==> src/rtl/win3_pkg.sv <==
package win3_pkg;
  // Strobes from control to datapath
  typedef struct packed {
    logic shiftEn;  // accept a pixel into the delay line
    logic markWin;  // the accepted pixel completes a window
  } win3_strb_t;
endpackage

==> src/rtl/win3_ctrl.sv <==
module win3_ctrl
  import win3_pkg::*;
#(
  parameter int COLS = 15,
  parameter int ROWS = 15
) (
  input  logic       clk,
  input  logic       rstN,
  input  logic       inValid,
  input  logic       inSop,
  input  logic       outValid,
  input  logic       outReady,
  output logic       inReady,
  output win3_strb_t strb
);
  localparam int CW = (COLS > 2) ? $clog2(COLS) : 2;
  localparam int RW = (ROWS > 2) ? $clog2(ROWS) : 2;
  localparam logic [CW-1:0] COL_LAST = CW'(COLS - 1);
  localparam logic [RW-1:0] ROW_LAST = RW'(ROWS - 1);

  logic [CW-1:0] colCnt, colPos;
  logic [RW-1:0] rowCnt, rowPos;
  logic          accept, lastCol, lastRow;

  // Position of the pixel on the input; start-of-plane forces the origin
  always_comb begin
    colPos  = inSop ? '0 : colCnt;
    rowPos  = inSop ? '0 : rowCnt;
    lastCol = (colPos == COL_LAST);
    lastRow = (rowPos == ROW_LAST);
    inReady = !outValid || outReady;
    accept  = inValid && inReady;
    strb.shiftEn = accept;
    strb.markWin = accept && (colPos >= CW'(2)) && (rowPos >= RW'(2));
  end

  always_ff @(posedge clk) begin
    if (!rstN) begin
      colCnt <= '0;
      rowCnt <= '0;
    end else if (accept) begin
      colCnt <= lastCol ? '0 : colPos + CW'(1);
      if (lastCol) rowCnt <= lastRow ? '0 : rowPos + RW'(1);
      else         rowCnt <= rowPos;
    end
  end
endmodule

==> src/rtl/win3_dpath.sv <==
module win3_dpath
  import win3_pkg::*;
#(
  parameter int COLS  = 15,
  parameter int PIX_W = 8
) (
  input  logic               clk,
  input  logic               rstN,
  input  win3_strb_t         strb,
  input  logic [PIX_W-1:0]   inData,
  input  logic               outReady,
  output logic               outValid,
  output logic [9*PIX_W-1:0] outWin
);
  localparam int DEPTH = 2 * COLS + 3;

  // Position 0 holds the newest pixel
  logic [PIX_W-1:0] delayLine [DEPTH];

  always_ff @(posedge clk) begin
    if (strb.shiftEn) begin
      delayLine[0] <= inData;
      for (int k = 1; k < DEPTH; k++) delayLine[k] <= delayLine[k-1];
    end
  end

  // Window taps: top-left is the oldest tap, bottom-right the newest
  for (genvar i = 0; i < 3; i++) begin : g_row
    for (genvar j = 0; j < 3; j++) begin : g_col
      localparam int TAP = (2 - i) * COLS + (2 - j);
      assign outWin[(3*i+j)*PIX_W +: PIX_W] = delayLine[TAP];
    end
  end

  always_ff @(posedge clk) begin
    if (!rstN)             outValid <= 1'b0;
    else if (strb.markWin) outValid <= 1'b1;
    else if (outReady)     outValid <= 1'b0;
  end
endmodule

==> src/rtl/win3_top.sv <==
module win3_top
  import win3_pkg::*;
#(
  parameter int COLS  = 15,
  parameter int ROWS  = 15,
  parameter int PIX_W = 8
) (
  input  logic               clk,
  input  logic               rstN,
  input  logic               inValid,
  output logic               inReady,
  input  logic [PIX_W-1:0]   inData,
  input  logic               inSop,
  output logic               outValid,
  input  logic               outReady,
  output logic [9*PIX_W-1:0] outWin
);
  win3_strb_t strb;

  win3_ctrl #(.COLS(COLS), .ROWS(ROWS)) i_ctrl (
    .clk(clk), .rstN(rstN), .inValid(inValid), .inSop(inSop),
    .outValid(outValid), .outReady(outReady), .inReady(inReady), .strb(strb)
  );

  win3_dpath #(.COLS(COLS), .PIX_W(PIX_W)) i_dpath (
    .clk(clk), .rstN(rstN), .strb(strb), .inData(inData),
    .outReady(outReady), .outValid(outValid), .outWin(outWin)
  );
endmodule

==> config.mk <==
export PLATFORM = sky130hd
export DESIGN_NAME = win3_top
export DESIGN_NICKNAME = d
export VERILOG_FILES = /design/src/rtl/win3_pkg.sv /design/src/rtl/win3_ctrl.sv /design/src/rtl/win3_dpath.sv /design/src/rtl/win3_top.sv
export SDC_FILE = /design/constraint.sdc
export NUM_CORES = 1
export LEC_CHECK = 0
export BUFFER_PORTS_ARGS = -buffer_cell sky130_fd_sc_hd__buf_2
export CORE_MARGIN = 5
export CORE_UTILIZATION = 40
export DETAILED_ROUTE_END_ITERATION = 12
export SYNTH_ARGS = -nofsm -noshare
export SYNTH_HDL_FRONTEND = slang
export SYNTH_HIERARCHICAL = 1
export SYNTH_SLANG_ARGS = --single-unit
==> constraint.sdc <==
create_clock -name clk -period 8.1 [get_ports clk]
set_clock_uncertainty 0.1 [all_clocks]
set_input_delay 1.62 -clock clk [delete_from_list [all_inputs] [get_ports clk]]
set_output_delay 1.62 -clock clk [all_outputs]
set_load 0.02 [all_outputs]
==> results of run 1 <==
## worst paths after layout
| check | slack (ns) | cells after the start | end | startpoint |
|---|---|---|---|---|
| worst min-delay path | 0.31 | 0 | i_dpath/delayLine[3][49]$_DFFE_PP_ | i_dpath/delayLine[3][41]$_DFFE_PP_ |
| worst max register to register | 5.20 | 4 | i_dpath/delayLine[3][20]$_DFFE_PP_ | i_dpath/outValid$_SDFFE_PN0P_ |
| worst min register to register | 0.31 | 0 | i_dpath/delayLine[3][49]$_DFFE_PP_ | i_dpath/delayLine[3][41]$_DFFE_PP_ |
| worst max-delay path | 4.21 | 3 | inReady | outReady |
## cells by family (layout without fill, tap and decap cells)
group / count (synthesis) / after routing
flops: 273 / 273
compound gates: 23 / 23
buf+inv: 71 / 142
simple gates: 24 / 24
## final cells by class
class / count / area [um^2] / share of cell area [%]
multi-input cells: 47 / 302 / 2.96
clock inverters: 16 / 211 / 2.08
repair buffers: 88 / 445 / 4.37
well taps: 280 / 350 / 3.44
inverters: 2 / 15.0 / 0.147
flip-flops and latches: 273 / 8110 / 79.6
clock buffers: 36 / 752 / 7.38
## sequential cells by signal, summed over array words and instances, names as in the netlist
register,flops
i_ctrl/colCnt,4
i_ctrl/rowCnt,4
i_dpath/delayLine,264
i_dpath/outValid,1
## metal layers
layer | global-route usage (%) | share of wire [%] | wire length [um] | vias up
met3 | 2.98 | 8.1 | 857 | 27
li1 | - | - | - | 1551
met1 | 10.8 | 45 | 4710 | 1636
met2 | 11.5 | 44 | 4660 | 114
met4 | 3.18 | 2.9 | 310 | 0
met5 | 0 | 0 | 0 | -
## layout by cell type (no fill, tap or decap), types with 2 or more instances in the layout
cell type	synthesis	routed
a211oi_1	2	2
a21boi_0	4	4
a21oi_1	2	2
a31oi_1	2	2
buf_2	1	86
buf_4	65	2
bufinv_16	0	5
clkbuf_1	2	7
clkbuf_16	0	29
clkinv_1	0	3
clkinv_2	0	4
clkinvlp_4	0	4
dfxtp_1	9	9
edfxtp_1	264	264
nand2_1	6	6
nor2_1	4	4
nor3_1	3	3
o211ai_1	2	2
o21ai_0	6	6
## worst reg2reg max path: stages (launching register included)
cell,delay [ns]
dfxtp_1,0.31
or2b_1,0.20
nand2_1,0.28
inv_8,0.67
buf_4,0.92
## power by group
part	switching, mW	internal (mW)
Combinational	0.0600	0.0170
Clock	0.490	0.814
Sequential	0.0233	1.64
Total	0.573	2.47
==> impl_metrics.env, run 1 <==
export IMPL_ys_ff_latch=273
export IMPL_h_tree_depth=1
export IMPL_crit_arrival_ns=2.17
export IMPL_finalInstanceArea_mm2=0.0102
export IMPL_hp_class="flip-flop to flip-flop"
export IMPL_path_max_fanout=4
export IMPL_die_w_um=159
export IMPL_gr_usage_all_layers_pct=7.91
export IMPL_clkSinkCount=273
export IMPL_nets=453
export IMPL_yosys_area_share_simple_pct=1.64
export IMPL_crit_buf_inv=2
export IMPL_synth_largest_area_cell="edfxtp_1"
export IMPL_layout_area_overhead_vs_synth_pct=14.1
export IMPL_drtIter0Drc=252
export IMPL_synth_most_common_cell="edfxtp_1"
export IMPL_post_synth_inst_count=391
export IMPL_ios=87
export IMPL_start_util_pct=40.8
export IMPL_setup_slack_ns=4.21
export IMPL_netlist_area_leader_share_pct=88.9
export IMPL_synth_area_leaders="edfxtp_1 (89%), buf_4 (5.5%), dfxtp_1 (2.0%)"
export IMPL_nFillCells=1826
export IMPL_yosysUniqueCellTypes=32
export IMPL_synth_async_reset_ratio_pct=0
export IMPL_status="completed"
export IMPL_grt_start_max_net_pins=131
export IMPL_synth_top_family_by_area="buffers and inverters"
export IMPL_synthTopCellsByCount="edfxtp_1 (264), buf_4 (65), dfxtp_1 (9)"
export IMPL_clockRootBuffer="clkbuf_16"
export IMPL_finalSetupTns_ns=0
export IMPL_yosysSeqAreaShare_pct=90.9
export IMPL_tightestPinTransition_ns=0.876
export IMPL_end_kind="primary output"
export IMPL_drive_gt1_share_pct=29.7
export IMPL_firstDrtPassIters=4
export IMPL_drc=0
export IMPL_via_count=3328
export IMPL_avgRoutedWirePerCell_um=14.2
export IMPL_cts_setup_buffers=0
export IMPL_cts_hold_buffers=0
export IMPL_die_h_um=159
export IMPL_critPathTopFamily="buffers and inverters"
export IMPL_grt_pass1_wl_um=17100
export IMPL_crit_chain="buf_2 -> or2b_1 -> buf_2"
export IMPL_crit_top_cell="buf_2"
export IMPL_worstSetupPathType="input pin to primary output"
export IMPL_placed_area_mm2=0.00922
export IMPL_total_leakage_power_nw=3.53
export IMPL_synth_xor_area_share_pct=0
export IMPL_grt_overflow_total=0
export IMPL_post_route_util_pct=46.5
export IMPL_synth_compound_area_share_pct=1.74
export IMPL_insertion_delay_ns=0.52
export IMPL_antenna_found_initial=0
export IMPL_slew_headroom_pct=41.6
export IMPL_clk_pin_slew_ns=0.06
export IMPL_ys_warn_count=6
export IMPL_hold_viol_final=0
export IMPL_portBuffers=86
export IMPL_vias_per_cell=4.49
export IMPL_wirelength_um=10500
export IMPL_p_per_area_mw_per_mm2=299
export IMPL_cts_tree="yes"
export IMPL_synth_edf_count=264
export IMPL_hold_ws_ns=0.311
export IMPL_finalMaxSlewViolations=0
export IMPL_maxCapViolCount=0
export IMPL_cp_start_kind="input pin"
export IMPL_dp_hpwl_um=5440
export IMPL_cts_buffers_inserted=28
export IMPL_fmax_ghz=0.257
export IMPL_ir_worst_vdd_mv=0.164
export IMPL_gp_congestion=0.667
export IMPL_period_share_pct=48.1
export IMPL_coreArea_mm2=0.0219
export IMPL_drtAntennaViolNets=0
export IMPL_slowest_delay_ns=0.26
export IMPL_placedCellCount=690
export IMPL_cp_slowest_cell="or2b_1"
export IMPL_dp_worst_setup_slack_ns=3.84
export IMPL_synthMuxAreaShare_pct=0
export IMPL_grt_setup_unrepaired="false"
export IMPL_die_area_mm2=0.0254
export IMPL_antenna_cells=0
export IMPL_required_ns=6.38
export IMPL_finalSetupViolations=0
export IMPL_power_total_mw=3.04
export IMPL_rows=54
export IMPL_grt_pass1_vias=3316
export IMPL_syn_area_per_cell_um2=22.8
export IMPL_ctsResizeCount=0
export IMPL_syn_num_nets=404
export IMPL_instances_no_fill=742
export IMPL_synth_fa_ha_area_share_pct=0
export IMPL_ctsLongestPathBuffers=3
export IMPL_ys_flop_type="edfxtp_1"
export IMPL_period_minus_slack_ns=3.89
export IMPL_synth_area_mm2=0.00892
(Power assumes the default switching activity.)
==> run 2, diff against run 1 <==
==> constraint.sdc (replaced) <==
create_clock -name clk -period 3.6 [get_ports clk]
set_clock_uncertainty 0.1 [all_clocks]
set_input_delay 0.72 -clock clk [delete_from_list [all_inputs] [get_ports clk]]
set_output_delay 0.72 -clock clk [all_outputs]
set_load 0.02 [all_outputs]
==> impl_metrics.env, run 2 (synthesis gave the netlist of run 1 again) <==
export IMPL_placed_area_mm2=0.00928
export IMPL_via_count=3418
export IMPL_cp_start_kind="flip-flop"
export IMPL_holdPathEnd="i_dpath/delayLine[0][5]$_DFFE_PP_"
export IMPL_gr_usage_all_layers_pct=8.34
export IMPL_ir_worst_vdd_mv=0.404
export IMPL_nets=457
export IMPL_cts_buffers_inserted=29
export IMPL_die_w_um=159
export IMPL_drtIter0Drc=223
export IMPL_coreArea_mm2=0.0219
export IMPL_maxUsedRoutingLayer="met4"
export IMPL_grt_start_max_net_pins=104
export IMPL_crit_arrival_ns=2.40
export IMPL_met2_length_um=4830
export IMPL_fmax_ghz=0.435
export IMPL_drt_met1_wl_um=4910
export IMPL_grt_pass1_vias=3472
export IMPL_post_route_util_pct=46.7
export IMPL_firstDrtPassIters=4
export IMPL_multi_input_area_um2=302
export IMPL_hold_ws_ns=0.273
export IMPL_portBuffers=86
export IMPL_start_util_pct=40.8
export IMPL_final_cell_mix="edfxtp_1 (264), buf_2 (86), clkbuf_16 (29), dfxtp_1 (9), clkbuf_1 (8)"
export IMPL_grt_overflow_total=0
export IMPL_insertion_delay_ns=0.53
export IMPL_nFillCells=1829
export IMPL_clockRootBuffer="clkbuf_16"
export IMPL_r2r_setup_slack_ns=1.30
export IMPL_dp_hpwl_um=5640
export IMPL_ctsLongestPathBuffers=3
export IMPL_wirelength_um=10900
export IMPL_gp_congestion=0.667
export IMPL_hold_viol_final=0
export IMPL_clk_pin_slew_ns=0.06
export IMPL_end_kind="flip-flop"
export IMPL_die_area_mm2=0.0254
export IMPL_grt_setup_unrepaired="false"
export IMPL_setup_slack_ns=1.30
export IMPL_finalInstanceArea_mm2=0.0102
export IMPL_ctsResizeCount=0
export IMPL_antenna_cells=0
export IMPL_required_ns=3.70
export IMPL_hp_class="input pin to flip-flop"
export IMPL_drc=0
export IMPL_final_common_cell="edfxtp_1"
export IMPL_top_register="i_dpath/delayLine"
export IMPL_grt_pass1_wl_um=18100
export IMPL_power_total_mw=6.79
export IMPL_rows=54
export IMPL_hold_path_startpoint="inData[5]"
export IMPL_path_max_fanout=103
export IMPL_placedCellCount=693
export IMPL_total_leakage_power_nw=3.56
export IMPL_layout_area_overhead_vs_synth_pct=14.5
export IMPL_reg2reg_from="i_dpath/outValid$_SDFFE_PN0P_"
export IMPL_finalMaxSlewViolations=0
export IMPL_cts_tree="yes"
export IMPL_ios=87
export IMPL_cts_setup_buffers=0
export IMPL_drtAntennaViolNets=0
export IMPL_drive_gt1_share_pct=29.3
export IMPL_maxCapViolCount=0
export IMPL_period_minus_slack_ns=2.30
export IMPL_slowest_delay_ns=0.56
export IMPL_instances_no_fill=747
export IMPL_worstReg2RegEnd="i_dpath/delayLine[2][60]$_DFFE_PP_"
export IMPL_antenna_found_initial=0
export IMPL_dp_worst_setup_slack_ns=0.833
export IMPL_status="completed"
export IMPL_vias_per_cell=4.58
export IMPL_finalSetupTns_ns=0
export IMPL_cp_slowest_cell="inv_8"
export IMPL_slew_headroom_pct=49.0
export IMPL_top_regs="i_dpath/delayLine (264), i_ctrl/colCnt (4), i_ctrl/rowCnt (4)"
export IMPL_period_share_pct=63.9
export IMPL_avgRoutedWirePerCell_um=14.6
export IMPL_crit_chain="or2b_1 -> nand2_1 -> inv_8 -> buf_12"
export IMPL_largest_reg_flops=264
export IMPL_tightestPinTransition_ns=0.765
export IMPL_worstSetupPathType="flip-flop to flip-flop"
export IMPL_wl_met3_um=801
export IMPL_die_h_um=159
export IMPL_p_per_area_mw_per_mm2=665
export IMPL_cts_hold_buffers=0
export IMPL_finalSetupViolations=0
export IMPL_worst_r2r_path_depth=4
export IMPL_hold_depth=1
export IMPL_seq_area_mm2=0.00811
export IMPL_clkSinkCount=273
export IMPL_h_tree_depth=1
run 2: how the worst max path moves through the flow:
stage / from / to / slack [ns] / depth (start not counted)
floorplan: outReady / i_dpath/delayLine[0][0]$_DFFE_PP_ / 0.04 / 4
global placement: outReady / i_dpath/delayLine[3][45]$_DFFE_PP_ / 0.91 / 5
detailed placement: outReady / i_dpath/delayLine[3][45]$_DFFE_PP_ / 0.83 / 5
CTS: i_dpath/outValid$_SDFFE_PN0P_ / i_dpath/delayLine[3][45]$_DFFE_PP_ / 1.31 / 4
global route: i_dpath/outValid$_SDFFE_PN0P_ / i_dpath/delayLine[3][45]$_DFFE_PP_ / 1.16 / 4
finish: i_dpath/outValid$_SDFFE_PN0P_ / i_dpath/delayLine[2][60]$_DFFE_PP_ / 1.30 / 4
run 2: critical path, delay by kind of cell, from the launching register on:
| family | cells | cell delay, ns |
|---|---|---|
| DFF | 1 | 0.31 |
| buffers and inverters | 2 | 0.93 |
| and+or+nand+nor | 2 | 0.50 |
run 2: metal layers:
layer	vias up	GRT usage (%)
li1	1560	-
met1	1717	11.4
met2	110	12.5
met3	31	3.00
met4	0	2.87
met5	-	0
run 2: area by class of cell:
| class | count | share of cell area (%) |
|---|---|---|
| Sequential cell | 273 | 79.4 |
| Clock buffer | 37 | 7.40 |
| Timing Repair Buffer | 91 | 4.95 |
| Tap cell | 280 | 3.43 |
| Multi-Input combinational cell | 47 | 2.95 |
| Clock inverter | 17 | 1.76 |
| Inverter | 2 | 0.147 |
run 2: where the power goes:
part	total, mW	internal, mW	leakage (nW)	switching (mW)
clock	2.87	1.76	0.458	1.11
sequential	3.74	3.68	2.66	0.0526
combinational	0.182	0.0451	0.449	0.137
